$ cat src/rtl/tagq_pkg.sv
package tagq_pkg;

  // Flush sequencer states
  typedef enum logic [0:0] {
    FL_RUN   = 1'b0,
    FL_CLEAR = 1'b1
  } flush_st_e;

  // Width of a field that numbers n items; never below one bit
  function automatic int unsigned num_bits(input int unsigned n);
    return (n > 1) ? $clog2(n) : 1;
  endfunction

endpackage

$ cat src/rtl/tagq_flush_seq.sv
module tagq_flush_seq
  import tagq_pkg::*;
#(
  parameter int unsigned SETS  = 16,
  parameter int unsigned SET_W = num_bits(SETS)
) (
  input  logic             clk,
  input  logic             rst_n,
  output logic             busy_o,
  output logic [SET_W-1:0] set_o
);

  localparam logic [SET_W-1:0] LAST_SET = SET_W'(SETS - 1);

  flush_st_e        state_q, state_d;
  logic [SET_W-1:0] cnt_q, cnt_d;

  // next state
  always_comb begin
    state_d = state_q;
    cnt_d   = cnt_q;
    if (state_q == FL_CLEAR) begin
      if (cnt_q == LAST_SET) begin
        state_d = FL_RUN;
      end else begin
        cnt_d = cnt_q + 1'b1;
      end
    end
  end

  // registers
  always_ff @(posedge clk or negedge rst_n) begin
    if (!rst_n) begin
      state_q <= FL_CLEAR;
      cnt_q   <= '0;
    end else begin
      state_q <= state_d;
      cnt_q   <= cnt_d;
    end
  end

  assign busy_o = (state_q == FL_CLEAR);
  assign set_o  = cnt_q;

  AST_FLUSH_STEP: assert property (@(posedge clk) disable iff (!rst_n)
    (busy_o && cnt_q != LAST_SET) |=> (busy_o && cnt_q == $past(cnt_q) + 1'b1));

  AST_FLUSH_END: assert property (@(posedge clk) disable iff (!rst_n)
    (busy_o && cnt_q == LAST_SET) |=> !busy_o);

  AST_FLUSH_ONCE: assert property (@(posedge clk) disable iff (!rst_n)
    !busy_o |=> !busy_o);

endmodule

$ cat src/rtl/tagq_row_store.sv
module tagq_row_store
  import tagq_pkg::*;
#(
  parameter int unsigned SETS  = 16,
  parameter int unsigned WAYS  = 4,
  parameter int unsigned EW    = 9,
  parameter int unsigned SET_W = num_bits(SETS)
) (
  input  logic                 clk,
  input  logic                 wr_en_i,
  input  logic [SET_W-1:0]     wr_set_i,
  input  logic [WAYS-1:0]      wr_mask_i,
  input  logic [WAYS*EW-1:0]   wr_row_i,
  input  logic                 rd_en_i,
  input  logic [SET_W-1:0]     rd_set_i,
  output logic [WAYS*EW-1:0]   rd_row_o
);

  localparam int unsigned ROW_W = WAYS * EW;

  logic [ROW_W-1:0] mem_q [SETS];
  logic [ROW_W-1:0] rd_row_q;

  // Masked write and registered read share one edge; the read register
  // samples the row before the write lands (read-before-write).
  always_ff @(posedge clk) begin
    if (wr_en_i) begin
      for (int w = 0; w < WAYS; w++) begin
        if (wr_mask_i[w]) begin
          mem_q[wr_set_i][w*EW +: EW] <= wr_row_i[w*EW +: EW];
        end
      end
    end
    if (rd_en_i) begin
      rd_row_q <= mem_q[rd_set_i];
    end
  end

  assign rd_row_o = rd_row_q;

endmodule

$ cat src/rtl/tagq_way_match.sv
module tagq_way_match
  import tagq_pkg::*;
#(
  parameter int unsigned WAYS  = 4,
  parameter int unsigned TAG_W = 8,
  parameter int unsigned EW    = TAG_W + 1,
  parameter int unsigned WAY_W = num_bits(WAYS)
) (
  input  logic [WAYS*EW-1:0] row_i,
  input  logic [TAG_W-1:0]   tag_i,
  input  logic               en_i,
  output logic [WAYS-1:0]    hit_vec_o,
  output logic               hit_o,
  output logic [WAY_W-1:0]   way_o
);

  // One comparator per way; slot layout is {valid, tag}
  for (genvar w = 0; w < WAYS; w++) begin : g_way
    logic [EW-1:0]    slot;
    logic             slot_vld;
    logic [TAG_W-1:0] slot_tag;
    assign slot      = row_i[w*EW +: EW];
    assign slot_vld  = slot[EW-1];
    assign slot_tag  = slot[TAG_W-1:0];
    assign hit_vec_o[w] = en_i && slot_vld && (slot_tag == tag_i);
  end

  assign hit_o = |hit_vec_o;

  always_comb begin
    way_o = '0;
    for (int w = 0; w < WAYS; w++) begin
      if (hit_vec_o[w]) begin
        way_o = WAY_W'(w);
      end
    end
  end

endmodule

$ cat src/rtl/tagq_lookup.sv
module tagq_lookup
  import tagq_pkg::*;
#(
  parameter int unsigned WAYS  = 4,
  parameter int unsigned SETS  = 16,
  parameter int unsigned TAG_W = 8,
  parameter int unsigned IDX_W = 8,
  parameter int unsigned WAY_W = num_bits(WAYS)
) (
  input  logic             clk,
  input  logic             rst_n,
  input  logic             lkp_valid_i,
  output logic             lkp_ready_o,
  input  logic [IDX_W-1:0] lkp_idx_i,
  input  logic [TAG_W-1:0] lkp_tag_i,
  input  logic             upd_en_i,
  input  logic [IDX_W-1:0] upd_idx_i,
  input  logic [WAY_W-1:0] upd_way_i,
  input  logic [TAG_W-1:0] upd_tag_i,
  input  logic             upd_valid_i,
  output logic             rsp_valid_o,
  output logic [WAYS-1:0]  rsp_hit_vec_o,
  output logic             rsp_hit_o,
  output logic [WAY_W-1:0] rsp_way_o
);

  localparam int unsigned SET_W = num_bits(SETS);
  localparam int unsigned EW    = TAG_W + 1;
  localparam int unsigned ROW_W = WAYS * EW;
  localparam logic [IDX_W-1:0] SETS_IDX = IDX_W'(SETS);

  logic             flush_busy;
  logic [SET_W-1:0] flush_set;
  logic [SET_W-1:0] lkp_set, upd_set;
  logic             lkp_accept;

  logic             wr_en;
  logic [SET_W-1:0] wr_set;
  logic [WAYS-1:0]  wr_mask;
  logic [ROW_W-1:0] wr_row;
  logic [ROW_W-1:0] rd_row;

  logic             s1_vld_q, s1_vld_d;
  logic [TAG_W-1:0] s1_tag_q, s1_tag_d;

  tagq_flush_seq #(
    .SETS  (SETS),
    .SET_W (SET_W)
  ) flush_i (
    .clk    (clk),
    .rst_n  (rst_n),
    .busy_o (flush_busy),
    .set_o  (flush_set)
  );

  // index folding
  assign lkp_set = SET_W'(lkp_idx_i % SETS_IDX);
  assign upd_set = SET_W'(upd_idx_i % SETS_IDX);

  assign lkp_ready_o = !flush_busy;
  assign lkp_accept  = lkp_valid_i && lkp_ready_o;

  // write-port owner: flush first, then the update port
  always_comb begin
    if (flush_busy) begin
      wr_en   = 1'b1;
      wr_set  = flush_set;
      wr_mask = '1;
      wr_row  = '0;
    end else begin
      wr_en   = upd_en_i;
      wr_set  = upd_set;
      wr_mask = WAYS'(1) << upd_way_i;
      wr_row  = {WAYS{upd_valid_i, upd_tag_i}};
    end
  end

  tagq_row_store #(
    .SETS  (SETS),
    .WAYS  (WAYS),
    .EW    (EW),
    .SET_W (SET_W)
  ) store_i (
    .clk       (clk),
    .wr_en_i   (wr_en),
    .wr_set_i  (wr_set),
    .wr_mask_i (wr_mask),
    .wr_row_i  (wr_row),
    .rd_en_i   (lkp_accept),
    .rd_set_i  (lkp_set),
    .rd_row_o  (rd_row)
  );

  // compare-stage next state
  always_comb begin
    s1_vld_d = lkp_accept;
    s1_tag_d = lkp_accept ? lkp_tag_i : s1_tag_q;
  end

  always_ff @(posedge clk or negedge rst_n) begin
    if (!rst_n) begin
      s1_vld_q <= 1'b0;
      s1_tag_q <= '0;
    end else begin
      s1_vld_q <= s1_vld_d;
      s1_tag_q <= s1_tag_d;
    end
  end

  tagq_way_match #(
    .WAYS  (WAYS),
    .TAG_W (TAG_W),
    .EW    (EW),
    .WAY_W (WAY_W)
  ) match_i (
    .row_i     (rd_row),
    .tag_i     (s1_tag_q),
    .en_i      (s1_vld_q),
    .hit_vec_o (rsp_hit_vec_o),
    .hit_o     (rsp_hit_o),
    .way_o     (rsp_way_o)
  );

  assign rsp_valid_o = s1_vld_q;

  AST_RSP_AFTER_ACCEPT: assert property (@(posedge clk) disable iff (!rst_n)
    (lkp_valid_i && lkp_ready_o) |=> rsp_valid_o);

  AST_NO_RSP_UNACCEPTED: assert property (@(posedge clk) disable iff (!rst_n)
    !(lkp_valid_i && lkp_ready_o) |=> !rsp_valid_o);

  AST_HIT_ONEHOT: assert property (@(posedge clk) disable iff (!rst_n)
    $onehot0(rsp_hit_vec_o));

  AST_IDLE_NO_HIT: assert property (@(posedge clk) disable iff (!rst_n)
    !rsp_valid_o |-> (!rsp_hit_o && rsp_hit_vec_o == '0));

  AST_HIT_WAY_POINTS: assert property (@(posedge clk) disable iff (!rst_n)
    rsp_hit_o |-> rsp_hit_vec_o[rsp_way_o]);

  AST_UPD_ONE_WAY: assert property (@(posedge clk) disable iff (!rst_n)
    (upd_en_i && lkp_ready_o) |-> ($countones(wr_mask) <= 1));

endmodule

$ cat config.mk
export PLATFORM = sky130hd
export DESIGN_NAME = tagq_lookup
export DESIGN_NICKNAME = d
export VERILOG_FILES = /design/src/rtl/tagq_pkg.sv /design/src/rtl/tagq_flush_seq.sv /design/src/rtl/tagq_row_store.sv /design/src/rtl/tagq_way_match.sv /design/src/rtl/tagq_lookup.sv
export SDC_FILE = /design/constraint.sdc
export NUM_CORES = 1
export LEC_CHECK = 0
export ABC_AREA = 1
export CORE_ASPECT_RATIO = 1.5
export CORE_MARGIN = 5
export CORE_UTILIZATION = 40
export CTS_CLUSTER_DIAMETER = 150
export DETAILED_ROUTE_END_ITERATION = 10
export DONT_BUFFER_PORTS = 1
export PLACE_DENSITY = 0.54
export SYNTH_ARGS = -nofsm -noshare
export SYNTH_HDL_FRONTEND = slang
export SYNTH_SLANG_ARGS = --single-unit
$ cat constraint.sdc
create_clock -name clk -period 4.7 [get_ports clk]
set_input_delay 0.94 -clock clk [delete_from_list [all_inputs] [get_ports clk]]
set_output_delay 0.94 -clock clk [all_outputs]
set_load 0.01 [all_outputs]
==> results of run 1 <==
[power groups by stage]
stage / Sequential (uW) / Combinational [uW] / Clock [uW]
after floorplan: 6330 / 445 / 0
after global placement: 6340 / 513 / 0
after detailed placement: 6340 / 521 / 0
after CTS: 6220 / 522 / 4430
after global routing: 6220 / 570 / 4640
final: 6220 / 512 / 4340
[routing by layer]
| metal | vias to the layer above | track usage, % |
|---|---|---|
| met5 | - | 0 |
| met4 | 0 | 6.90 |
| met3 | 117 | 2.75 |
| met2 | 341 | 30.9 |
| met1 | 7403 | 22.1 |
| li1 | 7431 | - |
[synth_stat cells]
cell                       count
sky130_fd_sc_hd__o21ai_1       2
sky130_fd_sc_hd__nand3_1     224
sky130_fd_sc_hd__clkinv_1      1
sky130_fd_sc_hd__edfxtp_1    612
sky130_fd_sc_hd__o211ai_1    108
sky130_fd_sc_hd__xnor2_1       9
sky130_fd_sc_hd__buf_2        53
sky130_fd_sc_hd__inv_2         2
sky130_fd_sc_hd__a21oi_1     146
sky130_fd_sc_hd__o21ai_0     154
sky130_fd_sc_hd__buf_1        21
sky130_fd_sc_hd__o211ai_2     36
sky130_fd_sc_hd__inv_1       334
sky130_fd_sc_hd__dfstp_2       1
sky130_fd_sc_hd__nand2_1     273
sky130_fd_sc_hd__a31oi_1       6
sky130_fd_sc_hd__nor2_1      112
sky130_fd_sc_hd__dfrtp_1      13
sky130_fd_sc_hd__clkbuf_1     39
sky130_fd_sc_hd__buf_6        14
sky130_fd_sc_hd__xor2_1        2
sky130_fd_sc_hd__nand4_1       1
sky130_fd_sc_hd__or2_2         1
sky130_fd_sc_hd__ha_1          1
[worst register-to-register path: stages (launching register included)]
cell,delay (ns)
sky130_fd_sc_hd__dfstp_2,0.99
sky130_fd_sc_hd__inv_2,0.18
sky130_fd_sc_hd__or2_2,0.32
sky130_fd_sc_hd__o21ai_1,0.24
sky130_fd_sc_hd__inv_1,0.12
sky130_fd_sc_hd__nor2_1,0.23
sky130_fd_sc_hd__nand2_1,0.37
sky130_fd_sc_hd__nor2_1,0.85
[worst max path at each step]
| stage | from | endpoint | slack (ns) | cells past startpoint |
|---|---|---|---|---|
| finish | flush_i.busy_o | store_i.mem_q[12][17] | 1.02 | 7 |
| global route | flush_i.busy_o | store_i.mem_q[4][2] | 0.83 | 7 |
| floorplan | upd_tag_i[0] | store_i.mem_q[0][0] | 1.72 | 2 |
| global placement | flush_i.busy_o | store_i.mem_q[4][2] | 1.16 | 7 |
| detailed placement | flush_i.busy_o | store_i.mem_q[4][8] | 1.04 | 7 |
| CTS | flush_i.busy_o | store_i.mem_q[4][0] | 1.03 | 7 |
[layout make-up]
class / instances / area [um^2] / share of cell area [%]
flip-flops and latches: 626 / 18700 / 65.8
multi-input cells: 1075 / 5570 / 19.6
clock buffers: 63 / 1450 / 5.09
inverters: 337 / 1260 / 4.44
well taps: 870 / 1090 / 3.82
clock inverters: 35 / 233 / 0.818
repair buffers: 17 / 128 / 0.448
diodes: 1 / 2.50 / 0.00879
[stage by stage]
step                      worst slack (ns)  area, um^2  total power (uW)  hold WS, ns  std cells
final                                 1.02       28500             11100       0.0329       3024
after global routing                 0.832       28500             11400      0.00669       3024
after CTS                             1.03       28500             11200     0.000699       3023
after detailed placement              1.04       26800              6860        0.508       2925
after global placement                1.16       26800              6850        0.514       2925
after floorplan                       1.72       26100              6770        0.468       2165
[layout by cell type (no fill, tap or decap), drive strengths merged, types with 32 or more instances in the layout]
cell type and n:
o211ai 144, clkbuf 63, nand2 273, nor2 112, nand3 224, inv 336
edfxtp 612, o21ai 156, clkinv 32, a21oi 146
[logic make-up after synthesis]
kind of cell	synth area share, %
fa+ha+maj	0.0479
flops	71.6
xor+xnor	0.369
simple gates	9.87
buf+inv	7.32
compound gates	10.8
[registers in the layout, summed over array words and instances, names as in the netlist]
signal and cells:
flush_i.busy_o 1, flush_i.set_o 4, rsp_valid_o 1, s1_tag_q 8
store_i.mem_q 576, store_i.rd_row_o 36
==> metrics.yaml, run 1 <==
syn-num-nets: 2205
cts_inserted_buffers: 56
area_contributors_post_synth: "sky130_fd_sc_hd__edfxtp_1 (70%), sky130_fd_sc_hd__inv_1 (4.8%), sky130_fd_sc_hd__nand3_1 (4.3%), sky130_fd_sc_hd__nand2_1 (3.9%), sky130_fd_sc_hd__o211ai_1 (3.1%)"
routabilityCongestion: 0.820
wl_per_cell_um: 20.9
final_net_count: 2153
min_path_type: "input pin to async pin"
cts.htree.levels: 2
critical_path_required_ns: 4.92
cts_hold_buffers: 0
crit_family: "simple AND/OR/NAND/NOR gates"
ys_seq_elements: 626
worst_ep_arrival_time_ns: 3.90
insertion_delay_ns: 0.59
final-hold-violation-count: 0
placement_rows: 114
max_root_sink_buffers: 3
synth.avg_cell_area_um2: 12.1
floorplan_die_width_um: 219
timing.clock.skew_ns: 0.00685
power.density_nw_per_um2: 389
starting_utilization_of_the_core_area_pct: 40.5
worstSetupStartpointType: "flop"
dieHeight_um: 323
crit-reg2reg-capture: "store_i.mem_q[12][17]"
synth_warnings: 0
drt_iter0_markers: 1305
clk_pin_slew_worst_paths_ns: 0.06
ys_types: 24
sequential_area_share_after_synthesis_pct: 71.6
postRouteAntennaNets: 0
setup_viol_count_final: 0
final.period_utilization_pct: 78.4
post-synth-top-area-cell: "sky130_fd_sc_hd__edfxtp_1"
count_of_pins_over_their_slew_limit: 0
clock.fmax_mhz: 272
timing.reg2reg.worst_path_depth: 7
cts_repair_resize_count: 0
grt_pass1_vias: 15000
post_synthesis_instance_area_um2: 26100
cellInternalPower_uw: 8700
syn-instance-count: 2165
post-route-drc-count: 0
outcome: "complete, no violations"
grt_remaining_overflow: 0
worst_setup_path_end_kind: "flop"
cts_post_setup_buffers_inserted: 0
clkPwrFrac_pct: 39.2
grt_first_pass_wirelength_um: 94100
met2RoutedLength_um: 31800
die_area_um2: 70700
layout_min_cycle_time_ns: 3.68
power.share.combinational_pct: 4.6
finalCoreUtilization_pct: 44.1
critical_path_class: "flop to flop"
path_buf_inv: 2
regToRegStartpoint: "flush_i.busy_o"
fin_setup_tns_ns: 0
worstPathCellList: "inv_2 > or2_2 > o21ai_1 > inv_1 > nor2_1 > nand2_1 > nor2_1"
worst_reg_to_reg_setup_slack_ns: 1.02
p_switching_uw: 2370
grt.total_usage_pct: 17.7
top_layer: "met4"
detailed_route_wirelength_on_metal3_um: 3010
area_growth_from_synthesis_to_final_layout_pct: 8.90
grt_antenna_before_repair: 1
power.switching_fraction_pct: 21.4
cap_viol_max_count: 0
routed_via_density: 5.06
synth.top_cell.area_share_pct: 70.3
root_buffer: "sky130_fd_sc_hd__clkbuf_16"
timing.critical_path.mode_cell: "sky130_fd_sc_hd__nor2_1"
slew_headroom_pct: 22.4
vias: 15300
peakVddDrop_mv: 0.332
ios: 48
detail_route.wirelength_um: 63200
critical-path-max-stage-delay_ns: 0.99
power.static_leakage_uw: 0.0104
fillerInstances: 5964
grt_setup_unrepaired: "no"
grt_max_degree: 577
coreArea_um2: 64600
drive_above_1_share_pct: 6.55
tightestPinTransition_ns: 1.16
route.layer.met1.wl_um: 25800
tritoncts_sink_count: 626
critical_path.slowest_cell: "sky130_fd_sc_hd__dfstp_2"
tritoncts: "done"
io_buffer_count: 0
highest_net_fanout_along_the_worst_path: 20
power.sequential.fraction_pct: 56.2
drt-pass1-iter-count: 6
detailed_place_hpwl_um: 36700
No activity file was read; power rests on OpenSTA's default activity.
==> inputs of run 2 (changes only) <==
clock period = 3.6 ns   (was 4.7 ns; I/O delays follow)
==> run 2 against run 1 <==
Sequential power rose by 31%. Cell count increased by 2.2%. Worst setup slack got worse by 0.54 ns. Core utilization increased by 1.1 points. First-iteration DRC count down 3.2%. Count of clock-buffer cells in the layout is 1 higher. Critical path depth grew 1. Worst hold slack gained 0.20 ns. Clock skew rose by 0.016 ns. Wire length grew 1.1%. Total power increased by 35%. Die area stayed put.
==> metrics.yaml, run 2 (synthesis results as in run 1) <==
outcome: "complete, no violations"
fillerInstances: 5892
area_growth_from_synthesis_to_final_layout_pct: 11.5
grt_setup_unrepaired: "no"
placement_rows: 114
drt_iter0_markers: 1263
root_buffer: "sky130_fd_sc_hd__clkbuf_16"
met2RoutedLength_um: 33000
holdWs_ns: 0.236
worst_reg_to_reg_setup_slack_ns: 0.68
fin_setup_tns_ns: 0
coreArea_um2: 64600
critical_path_class: "flop to primary output"
drt-pass1-iter-count: 5
final.period_utilization_pct: 86.7
cap_viol_max_count: 0
finalCoreUtilization_pct: 45.1
worst_ep_arrival_time_ns: 2.40
max_root_sink_buffers: 3
clock.fmax_mhz: 321
ios: 48
dieHeight_um: 323
registers.top_by_ff_count: "store_i.mem_q"
timing.clock.skew_ns: 0.0225
peakVddDrop_mv: 0.348
grt_remaining_overflow: 0
final-hold-violation-count: 0
vias: 15600
grt.total_usage_pct: 17.9
worst_setup_path_end_kind: "primary output"
drive_above_1_share_pct: 9.42
layout_min_cycle_time_ns: 3.12
fin_total_pwr_uw: 15000
min_path_type: "input pin to flop"
cts_post_setup_buffers_inserted: 0
critical_path_required_ns: 2.88
top_layer: "met4"
route.layer.met1.wl_um: 25600
largest_register_ffs: 576
floorplan_die_width_um: 219
slew_headroom_pct: 28.9
cts.htree.levels: 2
grt_first_pass_wirelength_um: 96000
power.density_nw_per_um2: 513
detailed_place_hpwl_um: 37400
routabilityCongestion: 0.839
detailed_route_wirelength_on_metal3_um: 3010
power.static_leakage_uw: 0.0108
post-route-drc-count: 0
count_of_pins_over_their_slew_limit: 0
postRouteAntennaNets: 0
highest_net_fanout_along_the_worst_path: 5
timing.reg2reg.worst_path_depth: 8
cts_repair_resize_count: 0
die_area_um2: 70700
io_buffer_count: 0
clk_pin_slew_worst_paths_ns: 0.07
grt_max_degree: 577
crit-reg2reg-capture: "store_i.mem_q[4][24]"
layout.cells.most_common: "sky130_fd_sc_hd__edfxtp_1"
insertion_delay_ns: 0.60
detail_route.wirelength_um: 63900
grt_pass1_vias: 15400
post-place-ws_ns: 0.671
wl_per_cell_um: 20.7
final_critical_path_setup_slack_ns: 0.480
cts_inserted_buffers: 56
worst_setup_path_startpoint: "s1_tag_q[7]"
tightestPinTransition_ns: 1.06
starting_utilization_of_the_core_area_pct: 40.5
final_net_count: 2214
regToRegStartpoint: "flush_i.busy_o"
setup_viol_count_final: 0
layout.cells.most_common_list: "sky130_fd_sc_hd__edfxtp_1 (612), sky130_fd_sc_hd__inv_1 (333), sky130_fd_sc_hd__nand2_1 (273)"
tritoncts_sink_count: 626
worstSetupStartpointType: "flop"
grt_antenna_before_repair: 3
worstSetupEndpoint: "rsp_way_o[0]"
tritoncts: "done"
routed_via_density: 5.04
run 2: worst min-delay path by stage:
stage	start	endpoint	slack, ns	cells after the start
2_1_floorplan	rst_n	flush_i.set_o[0]	0.42	0
3_3_place_gp	rst_n	flush_i.set_o[2]	0.42	0
3_5_place_dp	rst_n	flush_i.set_o[2]	0.42	0
4_1_cts	lkp_tag_i[2]	s1_tag_q[2]	0.21	2
5_1_grt	lkp_tag_i[2]	s1_tag_q[2]	0.22	2
6_report	lkp_tag_i[2]	s1_tag_q[2]	0.24	2
run 2: power breakdown:
group          leakage (uW)  internal [uW]  switching, uW
clock              0.000904           3530           2630
sequential          0.00571           8080           44.2
combinational       0.00416            216            471
run 2: layer usage:
metal	global-route usage, %	up-vias
met5	0	-
met4	6.14	0
li1	-	7574
met2	32.3	365
met1	21.9	7505
met3	2.75	116
run 2: critical path: stages, from the launching register on:
cell	delay (ns)
sky130_fd_sc_hd__dfrtp_1	0.52
sky130_fd_sc_hd__inv_1	0.20
sky130_fd_sc_hd__nand2_1	0.09
sky130_fd_sc_hd__nand2_1	0.05
sky130_fd_sc_hd__nor2_1	0.09
sky130_fd_sc_hd__nand3_1	0.09
sky130_fd_sc_hd__nor2_1	0.42
sky130_fd_sc_hd__o21ai_0	0.18
sky130_fd_sc_hd__nand2_1	0.15
run 2: what timing repair did:
action / CTS / global route
hold endpoints to repair: 14 / 0
hold buffers: 1 / 0
endpoints found under the setup margin: 0 / 0
run 2: layout make-up:
type | count | area (um^2) | share of cell area (%)
Antenna cell | 2 | 5.00 | 0.0172
Sequential cell | 626 | 18700 | 64.3
Tap cell | 870 | 1090 | 3.73
Clock inverter | 38 | 412 | 1.41
Timing Repair Buffer | 78 | 626 | 2.15
Multi-Input combinational cell | 1075 | 5570 | 19.1
Inverter | 337 | 1260 | 4.34
Clock buffer | 64 | 1450 | 4.98
run 2: through the flow:
stage          cells  area [um^2]
5_1_grt         3089        29100
3_3_place_gp    2985        27300
2_1_floorplan   2165        26100
3_5_place_dp    2985        27300
4_1_cts         3088        29100
6_report        3090        29100
==> inputs of run 3 (changes only) <==
==> constraint.sdc (replaced) <==
create_clock -name clk -period 3.6 [get_ports clk]
set_input_delay 0.9 -clock clk [delete_from_list [all_inputs] [get_ports clk]]
set_output_delay 0.9 -clock clk [all_outputs]
set_load 0.01 [all_outputs]
==> run 3 against run 2 <==
Design area fell by 0.39%. Critical path depth did not move. Combinational power fell by 1%. Highest routed layer unchanged. Non-clock buffer count did not move. Worst setup slack got worse by 0.19 ns. Sequential power barely moved. Global-route usage fell by 0.38 points. Clock skew barely moved. Total power fell by 1.9%. Fmax fell by 5.8%. Count of clock-buffer cells in the layout rose by 7. Largest cell class unchanged. Via count fell by 0.56%.
==> metrics.yaml, run 3 (synthesis results as in run 1) <==
tritoncts: "done"
detail_route.wirelength_um: 62900
final-hold-violation-count: 0
worst_setup_path_end_kind: "primary output"
placement_rows: 114
crit_family: "simple AND/OR/NAND/NOR gates"
final.period_utilization_pct: 92.0
largest_register_ffs: 576
clock.fmax_mhz: 302
layout.cells.most_common_list: "sky130_fd_sc_hd__edfxtp_1 (612), sky130_fd_sc_hd__inv_1 (333), sky130_fd_sc_hd__nand2_1 (273)"
die_area_um2: 70700
power.switching_fraction_pct: 20.9
grt_max_degree: 577
highest_net_fanout_along_the_worst_path: 5
drive_above_1_share_pct: 9.07
cts.htree.levels: 2
tritoncts_sink_count: 626
cts_post_setup_buffers_inserted: 0
worst_ep_arrival_time_ns: 2.41
insertion_delay_ns: 0.60
registers.top_by_ff_count: "store_i.mem_q"
fin_setup_tns_ns: 0
power.density_nw_per_um2: 506
grt_remaining_overflow: 0
ios: 48
tightestPinTransition_ns: 0.971
setup_viol_count_final: 0
drt-pass1-iter-count: 6
power.share.combinational_pct: 4.6
post_dp_cell_area_um2: 27300
finish.cell_count_without_fillers: 3086
grt.total_usage_pct: 17.5
grt_setup_unrepaired: "no"
max_root_sink_buffers: 3
critical-path-max-stage-delay_ns: 0.54
min_path_type: "input pin to async pin"
critical_path.slowest_cell: "sky130_fd_sc_hd__dfrtp_1"
cts_repair_resize_count: 0
drt_iter0_markers: 1271
cap_viol_max_count: 0
root_buffer: "sky130_fd_sc_hd__clkbuf_16"
floorplan_die_width_um: 219
count_of_pins_over_their_slew_limit: 0
critical_path_required_ns: 2.70
clkPwrFrac_pct: 40.0
final_net_count: 2214
routabilityCongestion: 0.824
starting_utilization_of_the_core_area_pct: 40.5
worstPathCellList: "inv_1 > nand2_1 > nand2_1 > nor2_1 > nand3_1 > nor2_1 > o21ai_0 > nand2_1"
finish.instance_area_um2: 29000
power.static_leakage_uw: 0.0107
grt_pass1_vias: 15200
timing.clock.skew_ns: 0.0222
grt_first_pass_wirelength_um: 93800
grt_antenna_before_repair: 1
peakVddDrop_mv: 0.357
fillerInstances: 5896
wl_per_cell_um: 20.4
slew_headroom_pct: 35.2
worstSetupStartpointType: "flop"
timing.critical_path.mode_cell: "sky130_fd_sc_hd__nand2_1"
cts_inserted_buffers: 56
io_buffer_count: 0
p_switching_uw: 3070
routed_via_density: 5.01
layout.cells.most_common: "sky130_fd_sc_hd__edfxtp_1"
detailed_place_hpwl_um: 36300
n_antenna_cell: 0
outcome: "complete, no violations"
path_buf_inv: 1
post-route-drc-count: 0
vias: 15500
coreArea_um2: 64600
cts_hold_buffers: 1
postRouteAntennaNets: 0
area_growth_from_synthesis_to_final_layout_pct: 11.1
layout_min_cycle_time_ns: 3.31
clk_pin_slew_worst_paths_ns: 0.06
cellInternalPower_uw: 11600
critical_path_class: "flop to primary output"
dieHeight_um: 323
power.sequential.fraction_pct: 55.3
numPlacedInstances: 2985
==> run 3: final cells by class <==
type | instances | area, um^2 | area share [%]
sequential | 626 | 18700 | 64.5
multi-input combinational | 1075 | 5570 | 19.2
clock buffer | 71 | 1480 | 5.09
inverter | 337 | 1260 | 4.36
tap | 870 | 1090 | 3.75
timing repair buffer | 78 | 613 | 2.11
clock inverter | 29 | 288 | 0.991
==> run 3: routing by layer <==
metal	global-route usage [%]	vias to the layer above	part of all wire, %
met5	0	-	0
met4	8.35	0	5.2
met3	2.79	129	4.8
met2	30.7	363	50
met1	21.2	7419	40
li1	-	7562	-
==> run 3: path summary, 6_finish.rpt <==
kind / slack [ns] / startpoint / cells past startpoint / endpoint
min in group clk: 0.41 / lkp_tag_i[6] / 2 / s1_tag_q[6]
worst min register to register: 0.52 / flush_i.set_o[3] / 1 / flush_i.set_o[3]
worst max-delay path: 0.29 / s1_tag_q[7] / 8 / rsp_way_o[0]
worst min-delay path: 0.15 / rst_n / 0 / flush_i.busy_o
worst max register to register: 0.64 / flush_i.busy_o / 8 / store_i.mem_q[4][1]
max in group asynchronous: 2.38 / rst_n / 1 / flush_i.set_o[1]
==> run 3: stage by stage <==
step	total power, uW	worst slack, ns	hold WS (ns)	util (%)
floorplan	8840	0.663	0.468	-
global placement	8960	0.720	0.506	42.2
detailed placement	8970	0.681	0.513	42.2
CTS	14800	0.298	0.112	44.9
global route	15200	0.242	0.124	44.9
finish	14700	0.287	0.149	44.9
==> run 3: power by group through the flow <==
stage / Sequential [uW] / Clock, uW / Combinational (uW)
floorplan: 8260 / 0 / 581
global placement: 8280 / 0 / 679
detailed placement: 8280 / 0 / 690
CTS: 8120 / 6020 / 696
global route: 8120 / 6280 / 755
finish: 8120 / 5880 / 679
